`config.mk`:
```
export PLATFORM = sky130hd
export DESIGN_NAME = adc_rdout_seq
export DESIGN_NICKNAME = d
export VERILOG_FILES = /design/src/rtl/adcseq_pkg.sv /design/src/rtl/adcseq_busy_sync.sv /design/src/rtl/adcseq_gap.sv /design/src/rtl/adcseq_fsm.sv /design/src/rtl/adc_rdout_seq.sv
export SDC_FILE = /design/constraint.sdc
export NUM_CORES = 1
export LEC_CHECK = 0
export ABC_AREA = 1
export BUFFER_PORTS_ARGS = -buffer_cell sky130_fd_sc_hd__buf_2
export CAP_MARGIN = 5
export CORE_AREA = 2 2 76 96
export DETAILED_ROUTE_END_ITERATION = 6
export DIE_AREA = 0 0 78 98
export PLACE_DENSITY_LB_ADDON = 0.1
export SYNTH_ARGS = -nofsm -noshare
export SYNTH_HDL_FRONTEND = slang
export SYNTH_HIERARCHICAL = 1
export SYNTH_SLANG_ARGS = --single-unit
```
`constraint.sdc`:
```
create_clock -name clk -period 2.5 [get_ports clk]
set_input_delay 0.125 -clock clk [delete_from_list [all_inputs] [get_ports clk]]
set_output_delay 0.125 -clock clk [all_outputs]
set_load 0.01 [all_outputs]
```
`src/rtl/adcseq_pkg.sv`:
```
package adcseq_pkg;
    localparam int RES_W  = 12;
    localparam int LANE_W = 8;
    localparam int TAIL_W = RES_W - LANE_W;

    typedef enum logic [2:0] {
        ST_IDLE,
        ST_STROBE,
        ST_WAIT_FALL,
        ST_WAIT_RISE,
        ST_READ_HI,
        ST_READ_LO,
        ST_DONE,
        ST_SPACING
    } seq_state_t;
endpackage

```
`src/rtl/adcseq_busy_sync.sv`:
```
module adcseq_busy_sync (
    input  logic clk,
    input  logic rst_n,
    input  logic busy_async,
    output logic busy_lvl,
    output logic busy_rise
);
    logic s1, s2, s3;

    always_ff @(posedge clk or negedge rst_n) begin
        if (!rst_n) begin
            s1 <= 1'b1;
            s2 <= 1'b1;
            s3 <= 1'b1;
        end else begin
            s1 <= busy_async;
            s2 <= s1;
            s3 <= s2;
        end
    end

    assign busy_lvl  = s2;
    assign busy_rise = s2 & ~s3;
endmodule

```
`src/rtl/adcseq_gap.sv`:
```
module adcseq_gap #(
    parameter int SPACE_CYC = 2500
) (
    input  logic clk,
    input  logic rst_n,
    input  logic load,
    output logic gap_done
);
    localparam int GW = $clog2(SPACE_CYC + 1);
    logic [GW-1:0] cnt;

    always_ff @(posedge clk or negedge rst_n) begin
        if (!rst_n)
            cnt <= '0;
        else if (load)
            cnt <= GW'(SPACE_CYC - 1);
        else if (cnt != '0)
            cnt <= cnt - GW'(1);
    end

    assign gap_done = (cnt == '0);
endmodule

```
`src/rtl/adcseq_fsm.sv`:
```
module adcseq_fsm
    import adcseq_pkg::*;
#(
    parameter int SETUP_CYC  = 3,
    parameter int PULSE_CYC  = 10,
    parameter int ACCESS_CYC = 21,
    parameter int TOUT_FALL  = 16,
    parameter int TOUT_RISE  = 2500
) (
    input  logic             clk,
    input  logic             rst_n,
    input  logic             start,
    input  logic             word_mode,
    input  logic             busy_lvl,
    input  logic             busy_rise,
    input  logic             gap_done,
    input  logic [RES_W-1:0] bus_in,
    output logic             gap_load,
    output logic             conv_n,
    output logic             cs_n,
    output logic             byte_sel,
    output logic [RES_W-1:0] result,
    output logic             result_valid,
    output logic             timeout_err
);
    localparam int T_A   = (SETUP_CYC + PULSE_CYC > ACCESS_CYC) ? SETUP_CYC + PULSE_CYC : ACCESS_CYC;
    localparam int T_B   = (TOUT_FALL > TOUT_RISE) ? TOUT_FALL : TOUT_RISE;
    localparam int T_MAX = (T_A > T_B) ? T_A : T_B;
    localparam int TW    = $clog2(T_MAX + 1);
    localparam logic [TW-1:0] LD_STROBE = TW'(SETUP_CYC + PULSE_CYC - 1);
    localparam logic [TW-1:0] LD_FALL   = TW'(TOUT_FALL - 1);
    localparam logic [TW-1:0] LD_RISE   = TW'(TOUT_RISE - 1);
    localparam logic [TW-1:0] LD_ACC    = TW'(ACCESS_CYC - 1);

    seq_state_t         state, state_d;
    logic [TW-1:0]      tmr, tmr_d;
    logic               tmr_z;
    logic               mode_q;
    logic [LANE_W-1:0]  hi_q;
    logic [RES_W-1:0]   res_q;
    logic               err_q;
    logic               to_hit;

    assign tmr_z = (tmr == '0);

    // next-state and timer
    always_comb begin
        state_d = state;
        tmr_d   = tmr_z ? tmr : tmr - TW'(1);
        to_hit  = 1'b0;
        unique case (state)
            ST_IDLE:
                if (start && gap_done) begin
                    state_d = ST_STROBE;
                    tmr_d   = LD_STROBE;
                end
            ST_STROBE:
                if (tmr_z) begin
                    state_d = ST_WAIT_FALL;
                    tmr_d   = LD_FALL;
                end
            ST_WAIT_FALL:
                if (!busy_lvl) begin
                    state_d = ST_WAIT_RISE;
                    tmr_d   = LD_RISE;
                end else if (tmr_z) begin
                    state_d = ST_IDLE;
                    to_hit  = 1'b1;
                end
            ST_WAIT_RISE:
                if (busy_rise) begin
                    state_d = ST_READ_HI;
                    tmr_d   = LD_ACC;
                end else if (tmr_z) begin
                    state_d = ST_IDLE;
                    to_hit  = 1'b1;
                end
            ST_READ_HI:
                if (tmr_z) begin
                    state_d = mode_q ? ST_DONE : ST_READ_LO;
                    tmr_d   = LD_ACC;
                end
            ST_READ_LO:
                if (tmr_z) state_d = ST_DONE;
            ST_DONE:
                state_d = ST_SPACING;
            ST_SPACING:
                if (gap_done) state_d = ST_IDLE;
            default:
                state_d = ST_IDLE;
        endcase
    end

    // state register and captured data
    always_ff @(posedge clk or negedge rst_n) begin
        if (!rst_n) begin
            state  <= ST_IDLE;
            tmr    <= '0;
            mode_q <= 1'b1;
            hi_q   <= '0;
            res_q  <= '0;
            err_q  <= 1'b0;
        end else begin
            state <= state_d;
            tmr   <= tmr_d;
            if (gap_load) begin
                mode_q <= word_mode;
                err_q  <= 1'b0;
            end else if (to_hit) begin
                err_q  <= 1'b1;
            end
            if (state == ST_READ_HI && tmr_z) begin
                if (mode_q) res_q <= bus_in;
                else        hi_q  <= bus_in[RES_W-1 -: LANE_W];
            end
            if (state == ST_READ_LO && tmr_z)
                res_q <= {hi_q, bus_in[RES_W-1 -: TAIL_W]};
        end
    end

    // outputs
    always_comb begin
        gap_load     = (state == ST_IDLE) && start && gap_done;
        conv_n       = (state != ST_STROBE);
        cs_n         = !(((state == ST_STROBE) && (tmr < TW'(PULSE_CYC))) ||
                         (state == ST_READ_HI) || (state == ST_READ_LO));
        byte_sel     = (state == ST_READ_LO);
        result_valid = (state == ST_DONE);
        result       = res_q;
        timeout_err  = err_q;
    end

    // checking logic: run length of the joint low strobe
    logic [TW-1:0] pw_cnt;
    always_ff @(posedge clk or negedge rst_n) begin
        if (!rst_n)                 pw_cnt <= '0;
        else if (!conv_n && !cs_n)  pw_cnt <= (pw_cnt == '1) ? pw_cnt : pw_cnt + TW'(1);
        else                        pw_cnt <= '0;
    end

    assert_strobe_max_R2: assert property (@(posedge clk) disable iff (!rst_n)
        (!conv_n && !cs_n) |-> (pw_cnt < TW'(PULSE_CYC)));

    assert_cs_setup_R2: assert property (@(posedge clk) disable iff (!rst_n)
        ($fell(cs_n) && !conv_n) |-> $past(!conv_n));

    assert_read_after_busy_R3: assert property (@(posedge clk) disable iff (!rst_n)
        (state == ST_READ_HI && $past(state) == ST_WAIT_RISE) |-> busy_lvl);

    assert_byte_hold_R6: assert property (@(posedge clk) disable iff (!rst_n)
        $rose(byte_sel) |-> (!cs_n && $past(!cs_n) && conv_n));

    assert_valid_single_R7: assert property (@(posedge clk) disable iff (!rst_n)
        result_valid |=> !result_valid);

    assert_err_idle_R11: assert property (@(posedge clk) disable iff (!rst_n)
        $rose(timeout_err) |-> (state == ST_IDLE && conv_n && cs_n));
endmodule

```
`src/rtl/adc_rdout_seq.sv`:
```
module adc_rdout_seq
    import adcseq_pkg::*;
#(
    parameter int SETUP_CYC  = 3,
    parameter int PULSE_CYC  = 10,
    parameter int ACCESS_CYC = 21,
    parameter int SPACE_CYC  = 2500,
    parameter int TOUT_FALL  = 16,
    parameter int TOUT_RISE  = 2500
) (
    input  logic             clk,
    input  logic             rst_n,
    input  logic             start,
    input  logic             word_mode,
    input  logic             busy_in,
    input  logic [RES_W-1:0] bus_in,
    output logic             conv_n,
    output logic             cs_n,
    output logic             byte_sel,
    output logic [RES_W-1:0] result,
    output logic             result_valid,
    output logic             timeout_err
);
    logic busy_lvl, busy_rise, gap_done, gap_load;

    adcseq_busy_sync u_sync (
        .clk        (clk),
        .rst_n      (rst_n),
        .busy_async (busy_in),
        .busy_lvl   (busy_lvl),
        .busy_rise  (busy_rise)
    );

    adcseq_gap #(.SPACE_CYC(SPACE_CYC)) u_gap (
        .clk      (clk),
        .rst_n    (rst_n),
        .load     (gap_load),
        .gap_done (gap_done)
    );

    adcseq_fsm #(
        .SETUP_CYC  (SETUP_CYC),
        .PULSE_CYC  (PULSE_CYC),
        .ACCESS_CYC (ACCESS_CYC),
        .TOUT_FALL  (TOUT_FALL),
        .TOUT_RISE  (TOUT_RISE)
    ) u_fsm (
        .clk          (clk),
        .rst_n        (rst_n),
        .start        (start),
        .word_mode    (word_mode),
        .busy_lvl     (busy_lvl),
        .busy_rise    (busy_rise),
        .gap_done     (gap_done),
        .bus_in       (bus_in),
        .gap_load     (gap_load),
        .conv_n       (conv_n),
        .cs_n         (cs_n),
        .byte_sel     (byte_sel),
        .result       (result),
        .result_valid (result_valid),
        .timeout_err  (timeout_err)
    );

    // checking logic: cycles since the previous strobe fall
    localparam int SW = $clog2(SPACE_CYC + 2);
    logic          conv_prev, fall_seen;
    logic [SW-1:0] since_fall;
    always_ff @(posedge clk or negedge rst_n) begin
        if (!rst_n) begin
            conv_prev  <= 1'b1;
            fall_seen  <= 1'b0;
            since_fall <= '0;
        end else begin
            conv_prev <= conv_n;
            if (!conv_n && conv_prev) begin
                fall_seen  <= 1'b1;
                since_fall <= SW'(1);
            end else if (since_fall != SW'(SPACE_CYC + 1)) begin
                since_fall <= since_fall + SW'(1);
            end
        end
    end

    assert_spacing_R9: assert property (@(posedge clk) disable iff (!rst_n)
        (!conv_n && conv_prev && fall_seen) |-> (since_fall >= SW'(SPACE_CYC)));
endmodule

```
==> results.txt, run 1 <==
* Share of the synthesized area in the top cell type: 36.57%
* Slew Viols, Final: 0
* Maximum fanout along the worst path: 4
* Net switching share of the total power: 41.89%
* Number of violations of the max-capacitance limit: 0
* Depth of the most critical reg-to-reg path: 13
- The detailed router finished its first iteration with 166 violations.
- Worst Hold End: u_fsm/mode_q
- Number of post-CTS setup repair buffers: 0
* CTS max path bufs: 2
* Grt ovf: 0
- After clock tree synthesis, the clock-pin slew on the worst setup and hold paths is 0.10 ns.
- In the final routed layout, each cell accounts on average for 12.64 um.
- In this run the core area contains 34 standard-cell rows.
* Hold depth: 3
- The first global-routing pass estimated 12.68 mm of wire.
- Counting I/O delays and the setup requirement, the final critical path takes 2.069 ns.
- Cell internal power was estimated by the tool at 1.822 mW.
- The worst register-to-register path begins at u_gap/cnt[0].
- The post-route netlist has 23.96% of its cells at a drive strength greater than 1.
* Vias in the first global route: 2,833
- Total wire length after detailed routing: 7.206 mm
* Diode count: 0
- The tightest hold path in the finished design has a slack of 0.04957 ns.
- Worst-skew pair later-pin latency: 0.31 ns
- Cell chain of the critical path: inv_1 -> ha_1 -> inv_1 -> nor2_1 -> nand4_1 -> inv_1 -> nand2_1 -> nand2_1 -> nand2_1 -> nor2_1 -> nand3_1 -> nand2_1 -> inv_1
* Detailed-router iteration count before antenna repair: 4
- Prior to clock tree synthesis, the placed netlist has a worst setup slack of 0.4688 ns.
* Area of the core: 6807 sq um
* Post-DRT Antenna Nets: 0
- Number of failing hold endpoints at the final stage: 0
- Worst Slack Setup Final: 0.4311 ns
- The die covers 7644 sq um.
- Slowest cell on the critical path: sky130_fd_sc_hd__dfrtp_1
- DR vias/cell: 4.937
- In this run the mean area of a mapped cell was 7.465 sq um.
- Number of warnings printed during yosys synthesis: 6
- Net total in the final layout: 502
- Max incr delay on CP: 0.42 ns
* Worst-case headroom to the max-slew limit: 67.90%
- Across all layers, the routed design uses 2,814 vias.
- Worst Max-Slew Pin Slew: 0.4815 ns
* Endpoint required time on the critical path: 2.71 ns
* Setup repair after global routing missed its margin: false
- The clock tree synthesis step divided the H-tree into 2 levels.
- For this run, design rule violations remaining after detail routing come to 0.
* CTS Root Cell: sky130_fd_sc_hd__clkbuf_8
* Pin count of the biggest net entering global routing: 33
- The clock network is responsible for 19.4% of the overall power.
* Port-buffer cells: 33
- The number of nets in the synthesized netlist is 463.
* Area growth, synth to finish: 11.81%
* Gate Count Post-Synth: 440
* Cell types with the largest area share after synthesis: sky130_fd_sc_hd__dfrtp_1 (37%), sky130_fd_sc_hd__nand2_1 (14%), sky130_fd_sc_hd__inv_1 (6.9%)
- Startpoint of the lowest-slack hold path: word_mode
- By startpoint and endpoint, the worst setup path is classified as reg2reg.
* Total power divided by cell area: 853.6 nW/um^2
- Based on the critical path, the design can be clocked at up to 0.4834 GHz.
- At the end of routability-driven placement, the weighted congestion stood at 0.8693.
- Total routing resource utilization after global routing: 20.48%
* Effective utilization at floorplan: 48.25%
- Post-route fraction of the period consumed by the critical path: 82.76%
- For this design the static power due to leakage is 1.998 nW.
- TritonCTS built the clock tree.
* Antenna violations before repair: 0
- Switching power: 1.313 mW
- The number of clock buffers added by TritonCTS is 5.
* Synthesized flop and latch total: 52
- Proportion of power drawn by flip-flops and latches: 37.9%
- For flop-to-flop paths, the worst setup slack is 0.43 ns.
* CP Launch Type: flip-flop
- Combined area of all synthesized cells: 3284 sq um
* Data arrival time of the critical path: 2.28 ns
- In this run the count of I/O pins placed on the die edge is 34.
- The wire-length estimate of the detail-placed layout is 5.510 mm.
* Sequential share of the synthesized area: 39.77%
* Largest voltage drop on the vdd net: 379.1 uV
* Die boundary height: 98 um
* Final-layout setup total negative slack: 0 ns
* Final setup viols: 0
* TritonCTS sink count: 52
- Type of destination of the critical path: flip-flop
- Cells fill 53.95% of the core in the end.
* End of the worst register-to-register path: u_fsm/tmr[7]
- Final clock skew: 0.003777 ns
- Kind of path behind the tightest hold check: in2reg
- Leading area contributor after synthesis: sky130_fd_sc_hd__dfrtp_1
* Outcome: completed
- Die Width: 78 um
* Logic pwr share: 42.7%
- Synth unique cells: 40
## flip-flops by register name, summed over array words and instances (netlist names), 3 cells and up
register	flops
u_fsm/tmr	12
u_gap/cnt	12
u_fsm/state	3
u_fsm/hi_q	8
u_fsm/result	12
## metrics by stage
step / std cells / total power [mW] / area (sq um)
global route: 570 / 3.395 / 3672
finish: 570 / 3.135 / 3672
detailed placement: 560 / 2.542 / 3537
CTS: 570 / 3.167 / 3672
floorplan: 440 / 2.184 / 3284
global placement: 560 / 2.525 / 3537
## cell usage after synthesis
library cell,n
sky130_fd_sc_hd__o2111ai_1,3
sky130_fd_sc_hd__nand3_1,35
sky130_fd_sc_hd__a21oi_1,9
sky130_fd_sc_hd__a21o_1,2
sky130_fd_sc_hd__nand2_2,20
sky130_fd_sc_hd__dfrtp_1,48
sky130_fd_sc_hd__o21ai_4,1
sky130_fd_sc_hd__nand2_4,3
sky130_fd_sc_hd__o211ai_1,2
sky130_fd_sc_hd__o21a_1,1
sky130_fd_sc_hd__inv_2,10
sky130_fd_sc_hd__o31ai_1,1
sky130_fd_sc_hd__o21bai_1,1
sky130_fd_sc_hd__clkinv_1,1
sky130_fd_sc_hd__nand2_1,122
sky130_fd_sc_hd__nor2_1,41
sky130_fd_sc_hd__nand4_1,9
sky130_fd_sc_hd__inv_4,1
sky130_fd_sc_hd__inv_8,1
sky130_fd_sc_hd__o21ai_0,10
sky130_fd_sc_hd__dfstp_2,4
sky130_fd_sc_hd__nor2_4,4
sky130_fd_sc_hd__nor2_8,3
sky130_fd_sc_hd__buf_2,2
sky130_fd_sc_hd__o21ai_1,2
sky130_fd_sc_hd__a31o_2,1
sky130_fd_sc_hd__xnor2_1,2
sky130_fd_sc_hd__nand3b_1,2
sky130_fd_sc_hd__nand3_2,1
sky130_fd_sc_hd__nor3_2,1
sky130_fd_sc_hd__ha_1,6
sky130_fd_sc_hd__nand2_8,1
sky130_fd_sc_hd__inv_1,60
sky130_fd_sc_hd__a31oi_1,1
sky130_fd_sc_hd__buf_4,1
sky130_fd_sc_hd__buf_6,2
sky130_fd_sc_hd__nor2_2,13
sky130_fd_sc_hd__nor3_1,5
sky130_fd_sc_hd__nor3_4,1
sky130_fd_sc_hd__o21ai_2,7
## power groups by stage
stage | Combinational (mW) | Clock (mW) | Sequential, mW
6_report | 1.34 | 0.607 | 1.19
5_1_grt | 1.52 | 0.657 | 1.22
3_5_place_dp | 1.34 | 0 | 1.20
4_1_cts | 1.35 | 0.630 | 1.19
2_1_floorplan | 0.970 | 0 | 1.21
3_3_place_gp | 1.32 | 0 | 1.20
## how the worst max path moves through the flow
| stage | start | to | slack, ns |
|---|---|---|---|
| final | u_gap/cnt[0] | u_fsm/tmr[7] | 0.43 |
| after global routing | u_gap/cnt[0] | u_fsm/tmr[7] | 0.13 |
| after CTS | u_gap/cnt[0] | u_fsm/tmr[7] | 0.41 |
| after detailed placement | u_gap/cnt[0] | u_fsm/tmr[7] | 0.47 |
| after global placement | u_gap/cnt[0] | u_fsm/tmr[7] | 0.55 |
| after floorplan | u_gap/cnt[0] | u_gap/cnt[9] | 0.55 |
## critical path: cells and delay by family, from the launching register on
| family | cells | cell delay, ns |
|---|---|---|
| buf+inv | 4 | 0.34 |
| flops | 1 | 0.42 |
| simple gates | 8 | 1.06 |
| fa+ha+maj | 1 | 0.15 |
## metal layers
metal	GRT usage [%]	vias to the layer above	routed length, um
li1	-	1451	-
met1	24.90	1308	3088
met2	36.14	45	3797
met3	3.235	10	202
met4	7.962	0	119
met5	0	-	0
## placed cells by master, fill, tap and decap left out, types with 2 or more instances in the layout
cell type,netlist,final
sky130_fd_sc_hd__dlygate4sd3_1,0,2
sky130_fd_sc_hd__o21ai_2,7,7
sky130_fd_sc_hd__nor2_8,3,3
sky130_fd_sc_hd__xnor2_1,2,2
sky130_fd_sc_hd__nor2_4,4,4
sky130_fd_sc_hd__nand3b_1,2,2
sky130_fd_sc_hd__a21o_1,2,2
sky130_fd_sc_hd__clkbuf_8,0,5
sky130_fd_sc_hd__nor2_2,13,13
sky130_fd_sc_hd__inv_2,10,10
sky130_fd_sc_hd__nand2_4,3,3
sky130_fd_sc_hd__buf_4,1,2
sky130_fd_sc_hd__nand4_1,9,9
sky130_fd_sc_hd__buf_2,2,33
sky130_fd_sc_hd__dfrtp_1,48,48
sky130_fd_sc_hd__o2111ai_1,3,3
sky130_fd_sc_hd__nand2_1,122,122
sky130_fd_sc_hd__nor3_1,5,5
sky130_fd_sc_hd__inv_1,60,60
sky130_fd_sc_hd__a21oi_1,9,9
sky130_fd_sc_hd__o211ai_1,2,2
sky130_fd_sc_hd__o21ai_1,2,2
sky130_fd_sc_hd__nor2_1,41,41
sky130_fd_sc_hd__dfstp_2,4,4
sky130_fd_sc_hd__nand2_2,20,20
sky130_fd_sc_hd__nand3_1,35,35
sky130_fd_sc_hd__o21ai_0,10,10
sky130_fd_sc_hd__ha_1,6,6
## final cells by class
| cell class | count | area [sq um] |
|---|---|---|
| sequential | 52 | 1306 |
| multi-input combinational | 310 | 1654 |
| tap | 90 | 112.6 |
| timing repair buffer | 37 | 200.2 |
| inverter | 73 | 284.0 |
| fill | 685 | 3134 |
| clock inverter | 3 | 46.29 |
| clock buffer | 5 | 68.82 |
## cells by family after synthesis
group,synth area share [%]
compound gates,8.419
xor+xnor,0.5334
simple gates,39.12
fa+ha+maj,2.286
buf+inv,9.867
flops,39.77
## repair_timing
action / CTS / global route
setup endpoints to repair: 0 / 0
resized for setup: 0 / 0
endpoints found under the hold margin: 18 / 0
hold buffers: 2 / 0
Power figures use the tool's default switching activity.
==> inputs of run 2 (changes only) <==
ABC_AREA = 0   (was 1)
CORE_AREA = 2 2 73 92   (was 2 2 76 96)
DIE_AREA = 0 0 75 94   (was 0 0 78 98)
clock period = 1.7 ns   (was 2.5 ns; I/O delays follow)
==> results.txt, run 2 <==
* HPWL Detailed: 5.178 mm
- After the last flow step, the layout net total stands at 418.
- The final layout contains routed wiring with a total length of 7.261 mm.
* Clock-pin slew on the worst setup and hold paths: 0.11 ns
- Type of destination of the critical path: flip-flop
- Counting instances, the worst hold path has a depth of 2.
- The via count of the first global-routing pass is 2,584.
- Type of the setup path with the least slack: reg2reg
* Post-DRT Antenna Nets: 0
- Synth Flop Type: sky130_fd_sc_hd__dfrtp_1
- Slowest cell on the critical path: sky130_fd_sc_hd__or4_4
- Post-synthesis mux area share: 8.033%
* Port-buffer cells: 33
- Pin count of the biggest net entering global routing: 53
- The filler cells instantiated in the layout total 493.
- In the post-synthesis netlist, the cell with the most instances is sky130_fd_sc_hd__dfrtp_1.
* Kind of path behind the tightest hold check: in2reg
- Worst Hold End: u_fsm/mode_q
- Number of enable-type register cells in the synthesized netlist: 0
- Number of I/O pins: 34
- Setup repair after global routing missed its margin: true
* List of most frequent post-synthesis cells: sky130_fd_sc_hd__dfrtp_1 (48), sky130_fd_sc_hd__inv_1 (22), sky130_fd_sc_hd__nor2_1 (21)
- By area the synthesized netlist is led by sky130_fd_sc_hd__dfrtp_1 (40%), sky130_fd_sc_hd__mux2i_1 (4.3%), sky130_fd_sc_hd__mux2_2 (3.7%).
- For this run, asynchronously set or reset flops after synthesis account for 100.0%.
* Number of failing hold endpoints at the final stage: 0
- The mapped netlist covers 3022 sq um.
* Worst-skew pair later-pin latency: 0.31 ns
* Slew Viols, Final: 0
- After synthesis, the netlist uses 67 different library cells.
- Once routing completed, OpenROAD measured the worst setup slack at -0.2881 ns.
- By area, the combinational part of the netlist is dominated by simple AND/OR/NAND/NOR gates.
* Grt ovf: 0
- Worst reg2reg path startpoint: u_gap/cnt[6]
- CTS max path bufs: 2
* Final critical-path required period: 1.988 ns
- The worst register-to-register path ends at u_fsm/tmr[5].
* Leading cell type in the layout, fill and taps excluded: sky130_fd_sc_hd__buf_4
* Diode count: 0
- Sum of internal, switching and leakage power: 6.153 mW
- The checks that failed: setup timing.
- Share of the synthesized area in the top cell type: 39.75%
- Counting tap cells, the placed design contains a total of 463 instances.
* Data arrival time of the critical path: 2.19 ns
- Via count: 2,581
* Sequential share of the synthesized area: 43.23%
- The first detailed-routing pass took 4 iterations.
* Number of warnings printed during yosys synthesis: 6
- The run finished, with violations left.
- Area growth, synth to finish: 40.12%
- The setup check on the worst reg-to-reg path leaves a slack of -0.29 ns.
- Filler-free cell count of the finished design: 481
* Final clock skew: 0.009776 ns
- Effective utilization at floorplan: 49.33%
- Cell chain of the critical path: or4_4 -> nor3_4 -> a2111o_1 -> o31ai_2 -> a221oi_2 -> buf_4 -> a21oi_1
- The synthesized netlist devotes 17.27% of its cell area to compound gates.
- Timing would allow up to 0.5030 GHz.
- Across the VDD grid, the largest voltage drop is 1052 uV.
- CP Launch Type: flip-flop
* Synthesized flop and latch total: 52
- The largest total area in the synthesized netlist belongs to sky130_fd_sc_hd__dfrtp_1.
* Gate Count Post-Synth: 291
- Xor/xnor share of the synthesized area: 3.188%
- The congestion estimate from routability-driven global placement came to 0.8766.
- Endpoint required time on the critical path: 1.90 ns
- TritonCTS clock tree: built
- Antenna violations before repair: 0
* Net count of the mapped netlist: 314
- TritonCTS sink count: 52
- Measured along the x axis, the die boundary spans 75 um.
* Total routing resource utilization after global routing: 21.99%
* H-tree lvl count: 2
- In the finished design, the share of the clock period the worst path needs comes to 116.9%.
* Clock buffers created by TritonCTS: 5
* Post-synthesis adder-cell area fraction: 2.484%
- The die covers 7050 sq um.
* Number of remaining DRC errors: 0
- Pre-CTS setup slack: -0.3063 ns
* DR vias/cell: 5.366
* Max incr delay on CP: 0.56 ns
- Startpoint of the lowest-slack hold path: word_mode
* Mean instance size in the synthesized netlist: 10.38 sq um
- First-pass GRT wire length: 11.88 mm
* Total power divided by cell area: 1453 nW/um^2
* Drt initial violations: 138
- Average routed wire per standard cell: 15.10 um
- The top cell types in the final layout, fill and taps aside, are sky130_fd_sc_hd__buf_4 (64), sky130_fd_sc_hd__dfrtp_1 (47), sky130_fd_sc_hd__buf_2 (33).
- Depth of the most critical reg-to-reg path: 7
- CTS Root Cell: sky130_fd_sc_hd__clkbuf_8
- Fraction of the mapped netlist area in simple logic gates: 19.42%
* Area of the core: 6126 sq um
- The post-route netlist has 47.73% of its cells at a drive strength greater than 1.
* Final setup viols: 44
* Worst-case headroom to the max-slew limit: 71.27%
- At the pin with the least slew margin, the transition time is 0.4270 ns.
- Std-Cell Rows: 32
- The tool flagged a number of max-cap violations equal to 0.
* Die boundary height: 94 um
* Maximum fanout along the worst path: 5
- Summed over all cells, the static leakage comes to 1.963 nW.
run 2: final cells by class:
cell class              count  area, sq um  area share, %
clock buffers               5        68.82          1.625
clock inverters             3        27.53         0.6501
inverters                  23        88.84          2.098
multi-input cells         200         1790          42.29
flip-flops and latches     52         1308          30.88
well taps                  85        106.4          2.512
repair buffers            113        844.6          19.95
run 2: what timing repair did:
item | CTS | global route
endpoints found under the hold margin | 50 | 0
buffers inserted | 5 | 2
resized for setup | 22 | 31
setup endpoints to repair | 51 | 51
pin swaps | 4 | 9
cloned | 1 | 0
hold buffers | 3 | 0
run 2: per-layer routing:
layer	track usage, %	part of all wire (%)	wire length [um]
met1	27.12	41	3008
met2	38.01	53	3861
met3	3.004	2.9	214
met4	8.482	2.4	176
met5	0	0	0
run 2: how the worst max path moves through the flow:
stage	from	end	slack, ns	cells past startpoint
4_1_cts	u_gap/cnt[6]	u_fsm/tmr[5]	-0.29	7
2_1_floorplan	u_fsm/tmr[0]	u_fsm/tmr[0]	-0.27	11
5_1_grt	u_gap/cnt[6]	u_fsm/tmr[9]	-0.38	7
6_report	u_gap/cnt[6]	u_fsm/tmr[5]	-0.29	7
3_5_place_dp	u_gap/cnt[6]	u_fsm/tmr[6]	-0.31	7
3_3_place_gp	u_gap/cnt[6]	u_fsm/tmr[6]	-0.28	7
run 2: critical path: cells and delay by family, from the launching register on:
family	cells	cell delay, ns
compound gates	4	0.55
buf+inv	1	0.18
simple gates	2	0.76
flops	1	0.39
run 2: cell families (layout without fill, tap and decap cells):
group                    count (synthesis)  in the layout
AND/OR/NAND/NOR                         90             90
AO/OA/AOI/OAI                           70             70
flip-flops                              52             52
buffers and inverters                   39            144
multiplexers                            23             23
XOR/XNOR                                11             11
adder cells (fa/ha/maj)                  6              6
run 2: stage by stage:
step                instance area (sq um)  hold slack (ns)  TNS (ns)  util (%)
global route                         4234         0.005522    -10.54     69.12
floorplan                            3084          -0.2106    -6.365         -
finish                               4234          0.01952    -6.030     69.12
global placement                     3805           0.1028    -7.932     62.11
detailed placement                   3805           0.1045    -9.332     62.11
CTS                                  4043        0.0002943    -6.072     65.99
run 2: where the power goes:
part           total [mW]  internal (mW)  switching (mW)
combinational        3.48           1.76            1.72
sequential           1.91           1.63           0.283
clock               0.760          0.303           0.456
total                6.15           3.70            2.46
==> inputs of run 3 (changes only) <==
CORE_AREA = 2 2 85 79   (was 2 2 73 92)
DIE_AREA = 0 0 87 81   (was 0 0 75 94)
==> results.txt, run 3 (synthesized netlist as in run 2, its figures left out) <==
- Setup violations remaining at the end of the flow were counted as 48.
* Final critical-path required period: 2.013 ns
* CP Launch Type: flip-flop
- The library cell used most frequently in the layout, excluding fill and tap cells, is sky130_fd_sc_hd__buf_4.
- Across all hold checks on the routed design, the worst slack comes to 0.01492 ns.
* Layout cells sized above 1: 47.09%
- The detail route stage leaves a number of antenna-violating nets equal to 0.
- Post-route fraction of the period consumed by the critical path: 118.4%
- Flip-flop and latch area: 1309 sq um
- The worst register-to-register path ends at u_fsm/mode_q.
- Excluding fillers, the count of instances in the completed layout stands at 470.
- STA classifies the critical path endpoint as a flip-flop.
* Final clock skew: 0.007929 ns
* Final-layout setup total negative slack: -7.770 ns
* TritonCTS clock tree: built
- Endpoint required time on the critical path: 1.95 ns
- First-pass GRT wire length: 11.83 mm
* Type of the setup path with the least slack: reg2reg
- The number of max-slew violations in the final report came to 0.
- Dividing the detail-routed via count by the number of cells gives 5.479.
- Static Leak: 1.963 nW
- For the worst-skew pair, the clock arrives at the later sink with an insertion delay of 0.31 ns.
* Vias in the first global route: 2,482
- The cell sitting at the root of the clock tree is a sky130_fd_sc_hd__clkbuf_8.
- The worst hold path belongs to the class in2reg.
* Worst-case headroom to the max-slew limit: 71.78%
* Worst Max-Slew Pin Slew: 0.4194 ns
* Total wire length after detailed routing: 7.285 mm
- Termination of the worst setup path: u_fsm/mode_q
* Outcome: complete, but fails checks
- In the global route stage, overall resource usage came out at 21.22%.
- The die covers 7047 sq um.
- Area of the core: 6271 sq um
* Depth of the most critical reg-to-reg path: 7
- The die is 81 um tall.
- From synthesis to final layout, the design area changed by 38.84%.
- H-tree lvl count: 2
* Maximum fanout along the worst path: 5
- Average routed wire per standard cell: 15.50 um
- Entering global routing, the biggest net connects 53 pins.
- Critical path startpoint: u_gap/cnt[6]
- Maximum clock frequency: 0.4967 GHz
- The clock passes through at most 2 buffers.
- For this design the ratio of total power to cell area is 1471 nW/um^2.
* Slowest cell on the critical path: sky130_fd_sc_hd__or4_4
- Grt ovf: 0
- Die Width: 87 um
* Worst Slack Setup Final: -0.3132 ns
- Number of remaining DRC errors: 0
- Max incr delay on CP: 0.56 ns
- For this run, the share of the core covered by cells in the final layout is 66.90%.
* TritonCTS sink count: 52
- Commonest cells after routing, fill and taps aside: sky130_fd_sc_hd__buf_4 (60), sky130_fd_sc_hd__dfrtp_1 (46), sky130_fd_sc_hd__buf_2 (33)
- Among the stages of the critical path, the cell type that occurs most often is sky130_fd_sc_hd__buf_6.
* Largest voltage drop on the vdd net: 883.4 uV
- Reg-to-reg slack, setup: -0.31 ns
* Number of violations of the max-capacitance limit: 0
* Number of cells after detailed placement: 449
* Setup repair after global routing missed its margin: true
* Detailed-router iteration count before antenna repair: 4
- Summing all multi-input logic gate instances after layout gives 1710 sq um.
* Clock buffers created by TritonCTS: 5
- Via count: 2,575
- Clock-pin slew was measured on the worst setup and hold paths at 0.10 ns.
* Cell area after layout: 4195 sq um
* Effective utilization at floorplan: 48.18%
- The congestion estimate from routability-driven global placement came to 0.8228.
- Worst reg2reg path startpoint: u_gap/cnt[6]
- Number of fillers in the final layout: 509
- In the final design database the tool counted 417 nets.
- Cell chain of the critical path: or4_4 -> nor3_4 -> buf_6 -> nand2_4 -> nor4_4 -> buf_6 -> mux2_4
- The checks that failed: setup timing.
- In this run the tool buffered the top-level ports with 33 buffer cells.
- The initial antenna violation count is 0.
- Once placement finished, the instance area stood at 3787 sq um.
- During I/O placement, the number of pins put on the boundary was 34.
* Drt initial violations: 59
- Data arrival time of the critical path: 2.26 ns
- The final count of hold timing violations is 0.
- Sum of internal, switching and leakage power: 6.170 mW
- Diode count: 0
* HPWL Detailed: 5.070 mm
- At the placement stage, the worst setup path has a slack of -0.3080 ns.
- Row generation in the floorplan step produced 28 rows.
[run 3: power by group]
group          switching (mW)  internal (mW)
clock                   0.447          0.444
combinational            1.61           1.74
sequential              0.295           1.63
total                    2.35           3.82
[run 3: area by class of cell]
class / instances / share of cell area, %
multi-input cells: 200 / 40.77
inverters: 23 / 2.237
well taps: 75 / 2.237
flip-flops and latches: 52 / 31.20
repair buffers: 112 / 20.82
clock inverters: 3 / 1.103
clock buffers: 5 / 1.640
[run 3: how the worst min path moves through the flow]
stage                         start         endpoint  slack [ns]  depth (start not counted)
after floorplan               rst_n    u_fsm/hi_q[0]       -0.21                          0
after global placement        rst_n  u_fsm/result[7]        0.10                          2
after detailed placement      rst_n     u_gap/cnt[7]        0.10                          2
after CTS                 bus_in[5]    u_fsm/hi_q[1]       0.009                          2
after global routing      bus_in[6]    u_fsm/hi_q[2]        0.02                          2
final                     bus_in[6]    u_fsm/hi_q[2]        0.01                          2
[run 3: what timing repair did]
action,in CTS,in global routing
endpoints found under the hold margin,50,0
endpoints found under the setup margin,50,50
gates resized for setup,22,29
hold buffers,3,0
pin swaps,4,9
gates cloned,0,1
setup buffers,6,3
[run 3: critical path, delay by kind of cell, from the launching register on]
| family | cells | cell delay, ns |
|---|---|---|
| flops | 1 | 0.39 |
| simple gates | 4 | 0.97 |
| buf+inv | 2 | 0.30 |
| mux | 1 | 0.29 |
[run 3: routing by layer]
| layer | vias to the layer above | share of wire, % | global-route usage (%) |
|---|---|---|---|
| li1 | 1265 | - | - |
| met2 | 43 | 50 | 36.34 |
| met5 | - | 0 | 0 |
| met3 | 12 | 3.2 | 3.252 |
| met4 | 0 | 1.5 | 6.406 |
| met1 | 1255 | 46 | 27.74 |
